--- src/rtl/exc_seq_pkg.sv ---
package exc_seq_pkg;

    localparam int VEC_W = 8;
    typedef logic [VEC_W-1:0] vec_t;

    localparam vec_t VEC_DIV   = 8'h00;
    localparam vec_t VEC_TRACE = 8'h01;
    localparam vec_t VEC_NMI   = 8'h02;

    typedef enum logic [1:0] {
        SRC_NONE  = 2'd0,
        SRC_DIV   = 2'd1,
        SRC_NMI   = 2'd2,
        SRC_TRACE = 2'd3
    } src_e;

    typedef struct packed {
        logic div;
        logic nmi;
        logic trace;
    } req_t;

    // fixed order: divide, then NMI, then trace
    function automatic src_e pick_src(input req_t r);
        if (r.div)        return SRC_DIV;
        else if (r.nmi)   return SRC_NMI;
        else if (r.trace) return SRC_TRACE;
        else              return SRC_NONE;
    endfunction

    function automatic vec_t src_vec(input src_e s);
        case (s)
            SRC_NMI:   return VEC_NMI;
            SRC_TRACE: return VEC_TRACE;
            default:   return VEC_DIV;
        endcase
    endfunction

endpackage

--- src/rtl/exc_nmi_detect.sv ---
module exc_nmi_detect #(
    parameter int SYNC_STAGES = 2
) (
    input  logic clk,
    input  logic rst,
    input  logic pin_i,
    input  logic ack_i,
    output logic pend_o
);
    localparam int LAST = SYNC_STAGES - 1;

    logic [SYNC_STAGES-1:0] sync_q;
    logic                   prev_q;
    logic                   rise;
    logic                   pend_q;

    // reset to "high" so a pin already high at release is not an edge
    generate
        for (genvar i = 0; i < SYNC_STAGES; i++) begin : g_sync
            if (i == 0) begin : g_first
                always_ff @(posedge clk) begin
                    if (rst) sync_q[0] <= 1'b1;
                    else     sync_q[0] <= pin_i;
                end
            end else begin : g_next
                always_ff @(posedge clk) begin
                    if (rst) sync_q[i] <= 1'b1;
                    else     sync_q[i] <= sync_q[i-1];
                end
            end
        end
    endgenerate

    always_ff @(posedge clk) begin
        if (rst) prev_q <= 1'b1;
        else     prev_q <= sync_q[LAST];
    end

    assign rise = sync_q[LAST] & ~prev_q;

    // a new edge in the accept cycle keeps the request armed
    always_ff @(posedge clk) begin
        if (rst)        pend_q <= 1'b0;
        else if (rise)  pend_q <= 1'b1;
        else if (ack_i) pend_q <= 1'b0;
    end

    assign pend_o = pend_q;


    nmi_arm_edge_chk: assert property (@(posedge clk) disable iff (rst)
        $rose(pend_q) |-> $past(rise));


    nmi_ack_clear_chk: assert property (@(posedge clk) disable iff (rst)
        (ack_i && !rise) |=> !pend_q);

endmodule

--- src/rtl/exc_pend_latch.sv ---
module exc_pend_latch (
    input  logic clk,
    input  logic rst,
    input  logic div_ovf_i,
    input  logic retire_i,
    input  logic ret_prefix_i,
    input  logic ret_segwr_i,
    input  logic ret_wait_i,
    input  logic tf_i,
    input  logic div_ack_i,
    input  logic trace_ack_i,
    output logic div_pend_o,
    output logic trace_pend_o,
    output logic bnd_o
);
    logic div_q, trace_q, bnd_q;
    logic exempt, trace_set;

    assign exempt    = ret_prefix_i | ret_segwr_i | ret_wait_i;
    assign trace_set = retire_i & tf_i & ~exempt;

    always_ff @(posedge clk) begin
        if (rst) begin
            div_q   <= 1'b0;
            trace_q <= 1'b0;
            bnd_q   <= 1'b0;
        end else begin
            bnd_q <= retire_i;
            if (div_ovf_i)      div_q <= 1'b1;
            else if (div_ack_i) div_q <= 1'b0;
            if (trace_set)                     trace_q <= 1'b1;
            else if (trace_ack_i || !tf_i)     trace_q <= 1'b0;
        end
    end

    assign div_pend_o   = div_q;
    assign trace_pend_o = trace_q;
    assign bnd_o        = bnd_q;


    trace_exempt_chk: assert property (@(posedge clk) disable iff (rst)
        (retire_i && exempt && !trace_q) |=> !trace_q);


    trace_drop_chk: assert property (@(posedge clk) disable iff (rst)
        !tf_i |=> !trace_q);

endmodule

--- src/rtl/exc_prio_pick.sv ---
module exc_prio_pick
    import exc_seq_pkg::*;
(
    input  logic clk,
    input  logic rst,
    input  req_t req_i,
    input  logic bnd_i,
    output logic take_o,
    output req_t grant_o,
    output vec_t vec_o
);
    src_e sel;

    always_comb begin
        sel     = bnd_i ? pick_src(req_i) : SRC_NONE;
        grant_o = '0;
        case (sel)
            SRC_DIV:   grant_o.div   = 1'b1;
            SRC_NMI:   grant_o.nmi   = 1'b1;
            SRC_TRACE: grant_o.trace = 1'b1;
            default:   grant_o       = '0;
        endcase
        take_o = (sel != SRC_NONE);
        vec_o  = take_o ? src_vec(sel) : '0;
    end


    grant_single_chk: assert property (@(posedge clk) disable iff (rst)
        $onehot0(grant_o));


    nmi_below_div_chk: assert property (@(posedge clk) disable iff (rst)
        grant_o.nmi |-> !req_i.div);


    trace_last_chk: assert property (@(posedge clk) disable iff (rst)
        grant_o.trace |-> (!req_i.div && !req_i.nmi));

endmodule

--- src/rtl/exc_req_seq.sv ---
module exc_req_seq
    import exc_seq_pkg::*;
#(
    parameter int SYNC_STAGES = 2
) (
    input  logic       clk,
    input  logic       rst,
    input  logic       div_ovf_i,
    input  logic       retire_i,
    input  logic       ret_prefix_i,
    input  logic       ret_segwr_i,
    input  logic       ret_wait_i,
    input  logic       tf_i,
    input  logic       if_i,
    input  logic       nmi_pin_i,
    output logic       take_o,
    output logic [7:0] vec_type_o,
    output logic       clr_if_o,
    output logic       clr_tf_o
);
    req_t req, grant;
    logic bnd;
    logic take;
    vec_t vec;

    exc_nmi_detect #(.SYNC_STAGES(SYNC_STAGES)) u_nmi (
        .clk    (clk),
        .rst    (rst),
        .pin_i  (nmi_pin_i),
        .ack_i  (grant.nmi),
        .pend_o (req.nmi)
    );

    exc_pend_latch u_pend (
        .clk          (clk),
        .rst          (rst),
        .div_ovf_i    (div_ovf_i),
        .retire_i     (retire_i),
        .ret_prefix_i (ret_prefix_i),
        .ret_segwr_i  (ret_segwr_i),
        .ret_wait_i   (ret_wait_i),
        .tf_i         (tf_i),
        .div_ack_i    (grant.div),
        .trace_ack_i  (grant.trace),
        .div_pend_o   (req.div),
        .trace_pend_o (req.trace),
        .bnd_o        (bnd)
    );

    exc_prio_pick u_pick (
        .clk     (clk),
        .rst     (rst),
        .req_i   (req),
        .bnd_i   (bnd),
        .take_o  (take),
        .grant_o (grant),
        .vec_o   (vec)
    );

    assign take_o     = take;
    assign vec_type_o = vec;
    assign clr_if_o   = take;
    assign clr_tf_o   = grant.trace;


    take_on_bnd_chk: assert property (@(posedge clk) disable iff (rst)
        take_o |-> bnd);


    clr_tf_vec_chk: assert property (@(posedge clk) disable iff (rst)
        clr_tf_o |-> (take_o && vec_type_o == VEC_TRACE));


    nmi_unmasked_chk: assert property (@(posedge clk) disable iff (rst)
        (bnd && req.nmi && !req.div && !if_i) |-> (take_o && vec_type_o == VEC_NMI));


    div_first_chk: assert property (@(posedge clk) disable iff (rst)
        (bnd && req.div) |-> (take_o && vec_type_o == VEC_DIV));

endmodule

--- config.mk ---
export PLATFORM = sky130hd
export DESIGN_NAME = exc_req_seq
export DESIGN_NICKNAME = d
export VERILOG_FILES = /design/src/rtl/exc_seq_pkg.sv /design/src/rtl/exc_nmi_detect.sv /design/src/rtl/exc_pend_latch.sv /design/src/rtl/exc_prio_pick.sv /design/src/rtl/exc_req_seq.sv
export SDC_FILE = /design/constraint.sdc
export NUM_CORES = 1
export LEC_CHECK = 0
export CELL_PAD_IN_SITES_DETAIL_PLACEMENT = 0
export CELL_PAD_IN_SITES_GLOBAL_PLACEMENT = 2
export CORE_AREA = 2 2 39 41
export CTS_BUF_LIST = sky130_fd_sc_hd__clkbuf_8 sky130_fd_sc_hd__clkbuf_16
export DETAILED_ROUTE_END_ITERATION = 6
export DIE_AREA = 0 0 41 43
export DONT_BUFFER_PORTS = 1
export PLACE_DENSITY = 0.65
export SLEW_MARGIN = 30
export SYNTH_ARGS = -nofsm -noshare
export SYNTH_HDL_FRONTEND = slang
export SYNTH_SLANG_ARGS = --single-unit
--- constraint.sdc ---
create_clock -name clk -period 1.6 [get_ports clk]
set_clock_uncertainty 0.2 [all_clocks]
set_input_delay 0.32 -clock clk [delete_from_list [all_inputs] [get_ports clk]]
set_output_delay 0.32 -clock clk [all_outputs]
set_load 0.1 [all_outputs]
# == Word-level counts from Yosys, hierarchy flattened ==
# Cells that the tools add are included.
# word_totals
input_bits,10
out_inout_bits,11
elab_cells,38
ff_bits,7
# classes
n_eq_ne,3
reduce_logical,6
bitwise_logic,7
n_mux,15
# ops
cell,n
$mux W2,5
$mux W1,9
$reduce_bool A2 Y1,4
$eq A2 B2 Y1 const B,2
$pmux W2 S2,1
$and A1 B1 Y1,3
$eq A2 B1 Y1 const B,1
$not A1 Y1,2
$or A1 B1 Y1,2
$logic_not A1 Y1,1
$logic_or A1 B1 Y1,1

# == Longest topological paths before layout ==
# logic_depth
word_depth,9
ltp_mapped,3
mapped_depth_nobuf,3

# == Modules after synthesis ==
# A second synthesis with hierarchy kept.
# unflattened
hier_cells,35
hier_area_um2,349.1
# by_module_without_submodules
module,n_inst,area_per_inst_um2,cells_per_inst,seq_area_each_um2
exc_nmi_detect,1,127.6,10,80.1
exc_pend_latch,1,111.4,11,60.1
exc_prio_pick,1,102.6,13,0.0
exc_req_seq,1,7.5,1,0.0

# == Worst setup path before layout ==
# Ideal clock, no wire load.
# synth_path
path_type,register to output
startpoint,"reg u_pend.bnd_q, in the netlist u_pend.bnd_o"
endpoint,out vec_type_o[0]
path_buffers,1
stages_incl_launch_ff,4
t_required_ns,1.080
path_slack_ns,-2.378
arrival_ns,3.458
path_cell_list,dfxtp_1 or2b_2 nor3b_1 buf_4
# synth_between
elab_chain_len,4
elab_cells_between_ends,6
classes_between,eq/ne (2); mux (3); reduce/logical (1)
# synth_lines
item,line_no,rtl
start: declaration,exc_pend_latch.sv:16,"logic div_q, trace_q, bnd_q;"
start signal: assignment,exc_pend_latch.sv:28,bnd_q <= retire_i;
$mux W2 *,exc_prio_pick.sv:15,sel = bnd_i ? pick_src(req_i) : SRC_NONE;
$eq A2 B2 Y1,exc_seq_pkg.sv:32,case (s)
$pmux W2 S2,exc_seq_pkg.sv:32,
$mux W2 *,exc_prio_pick.sv:24,vec_o = take_o ? src_vec(sel) : '0;
end: declaration,exc_req_seq.sv:17,"output logic [7:0] vec_type_o,"
# Mark *: on every way between the ends. The rest lies on a longest branch, timed or not.

# == Worst setup path in the final report ==
# Ends and elaborated chain as after synthesis.

==> results.toml <==
[status]
status = "complete, but fails checks"
violations = "negative setup slack"

[global_routing]
grt_max_degree = 6
grtUsageTotal_pct = 8.84
grt_antenna_before_repair = 0
grt.overflow.total = 0
grt_pass1_vias = 236
grt_pass1_wl_microns = 931

[setup_path]
endpoint_kind = "output pin"
arrival_ns = 1.33
cpPeakStageDelay_ns = 0.31
critPathLaunchType = "flop"
cp_max_fo = 2
crit_slowest_cell = "dfxtp_2"
setup.worst_path.class = "reg -> out"
worstPathCellList = "or2b_4 -> nor3b_4 -> clkbuf_16"
required_ns = 1.08

[power_and_ir_drop]
leakagePower_uw = 0.000202
p_clk_share_pct = 43.2
combPwrFrac_pct = 22.4
powerDensity_nw_per_um2 = 1060
switchingPower_uw = 169
ir_drop_mv = 0.482
seqPwrFrac_pct = 34.4
p_int_uw = 373
swShare_pct = 31.2

[cts]
cts_buffers = 3
cts_tree = "done"
htree_levels = 1
clk_pin_slew_ns = 0.04
cts_root_buf = "clkbuf_8"
cts.sinks = 7
clock_latency_ns = 0.22
clk_path_buf_depth = 2

[placed_design]
io_buffers = 0
globalplace.congestion = 0.606
hpwl_microns = 494
pre_cts_ws_ns = -0.0710
dp.cells = 56
dpl_cell_area_sq_um = 439

[synthesis]
synth.avg_cell_area_sq_um = 8.83
synth_seq_cells = 7
ys_warn_count = 0
yosysTopAreaCell = "dfxtp_1"
ys_seq_area_share_pct = 44.1
synth_most_common_cell = "buf_4"
synth_area_leaders = "dfxtp_1, buf_4, or2_2"
ys_types = 13
yosysTopAreaCellShare_pct = 44.1
synth_edf_count = 0
synthArstFlopShare_pct = 0
synth.cell_area_sq_um = 318
yosys-top-cells-count = "buf_4, dfxtp_1, nor2_1"
syn_inst = 36
ys_dominant_reg_cell = "dfxtp_1"

[die]
dieArea_sq_um = 1760
floorplan.initialDensity_pct = 23.0
io_pins = 21
core_sq_um = 1380
die_w_microns = 41
rows = 14
die_h_microns = 43

[detailed_routing]
detail-route-antenna-nets = 0
first_iter_violations = 1
routed_via_density = 3.90
vias = 238
totalWireLength_microns = 575
firstDrtPassIters = 3
wl_per_cell_microns = 9.43
drc_errors = 0

[cells_and_area]
layout.nets = 56
drive_gt1_share_pct = 51.1
areaGrowthSynthToFinish_pct = 61.0
diodes = 0
final_cells = 61
final_area_sq_um = 512

[timing]
hold_viol = 0
fmax_ghz = 0.540
min_period_ns = 1.85
finalMaxSlewViolations = 0
finalSetupViolations = 3
setup_slack_ns = -0.251
period_share_pct = 116
rsz0062_at_grt = "yes"

[job]
drv_cap = 0

[min_path]
holdCritPathClass = "in -> reg"
[state kept, by name, indices dropped and copies added (netlist names)]
signal and flops:
u_nmi.sync_q 2, u_pend.bnd_o 1, u_nmi.prev_q 1, u_pend.trace_pend_o 1
u_nmi.pend_o 1, u_pend.div_pend_o 1
[final cells by class]
type	instances	area, sq um
well taps	16	20.0
inverters	2	10.0
multi-input cells	24	169
clock inverters	1	3.75
flip-flops and latches	7	146
clock buffers	3	41.3
repair buffers	8	121
fillers	145	872
[per-stage QoR]
| step | util [%] | power, uW | hold slack [ns] | TNS, ns |
|---|---|---|---|---|
| 4_1_cts | 36.8 | 550 | 0.0000702 | -0.701 |
| 3_5_place_dp | 31.7 | 303 | 0.193 | -0.135 |
| 5_1_grt | 37.0 | 563 | 0.00101 | -0.789 |
| 6_report | 37.0 | 543 | 0.00290 | -0.610 |
| 2_1_floorplan | - | 303 | 0.183 | -1.53 |
| 3_3_place_gp | 31.7 | 301 | 0.184 | -0.0800 |
[metal layers]
layer | GRT usage, % | vias up | part of all wire (%)
li1 | - | 117 | -
met1 | 8.06 | 108 | 31
met2 | 12.2 | 11 | 58
met3 | 3.14 | 2 | 7.7
met4 | 12.0 | 0 | 2.1
met5 | 0 | - | 0
[critical path: cells and delay by family, from the launching register on]
kind                   cells  cell delay [ns]
buffers and inverters      1             0.26
flip-flops                 1             0.31
AND/OR/NAND/NOR            2             0.54
[layout by cell type (no fill, tap or decap)]
cell type and instances:
conb_1 6, dfxtp_1 4, or2_2 3, a21oi_1 3, clkbuf_8 3, buf_12 3
nor2_4 2, inv_1 2, nor2b_1 2, nor2_1 2, buf_4 2, dfxtp_2 2
or2b_4 1, nor3b_4 1, inv_4 1, nor3_4 1, or4b_1 1, o21ai_0 1
or2b_2 1, dlygate4sd3_1 1, clkbuf_16 1, buf_6 1, dfxtp_4 1
[worst paths after layout]
check / startpoint / to / slack [ns] / cells past startpoint
worst max-delay path: u_pend.bnd_o / vec_type_o[0] / -0.25 / 3
worst max register to register: u_pend.bnd_o / u_pend.trace_pend_o / 0.32 / 4
worst min register to register: u_nmi.sync_q[0] / u_nmi.sync_q[1] / 0.21 / 1
worst min-delay path: rst / u_nmi.sync_q[0] / 0.003 / 1
[repair_timing]
action | CTS | global route
setup buffers | 1 | 1
hold endpoints to repair | 5 | 0
pin swaps | 3 | 1
gates cloned | 0 | 0
resized for setup | 5 | 3
setup endpoints to repair | 5 | 5
hold buffers | 1 | 0
[logic make-up after synthesis]
| family | count (synthesis) | share of synthesized area (%) |
|---|---|---|
| AND/OR/NAND/NOR | 14 | 27.2 |
| buffers and inverters | 10 | 21.3 |
| other | 1 | 1.18 |
| AO/OA/AOI/OAI | 4 | 6.30 |
| flip-flops | 7 | 44.1 |
[power groups by stage]
stage,combinational [uW],clock (uW),sequential [uW]
3_5_place_dp,114,0,189
2_1_floorplan,115,0,188
3_3_place_gp,113,0,188
4_1_cts,121,243,186
6_report,121,234,187
5_1_grt,126,250,187
(Power assumes the default switching activity.)
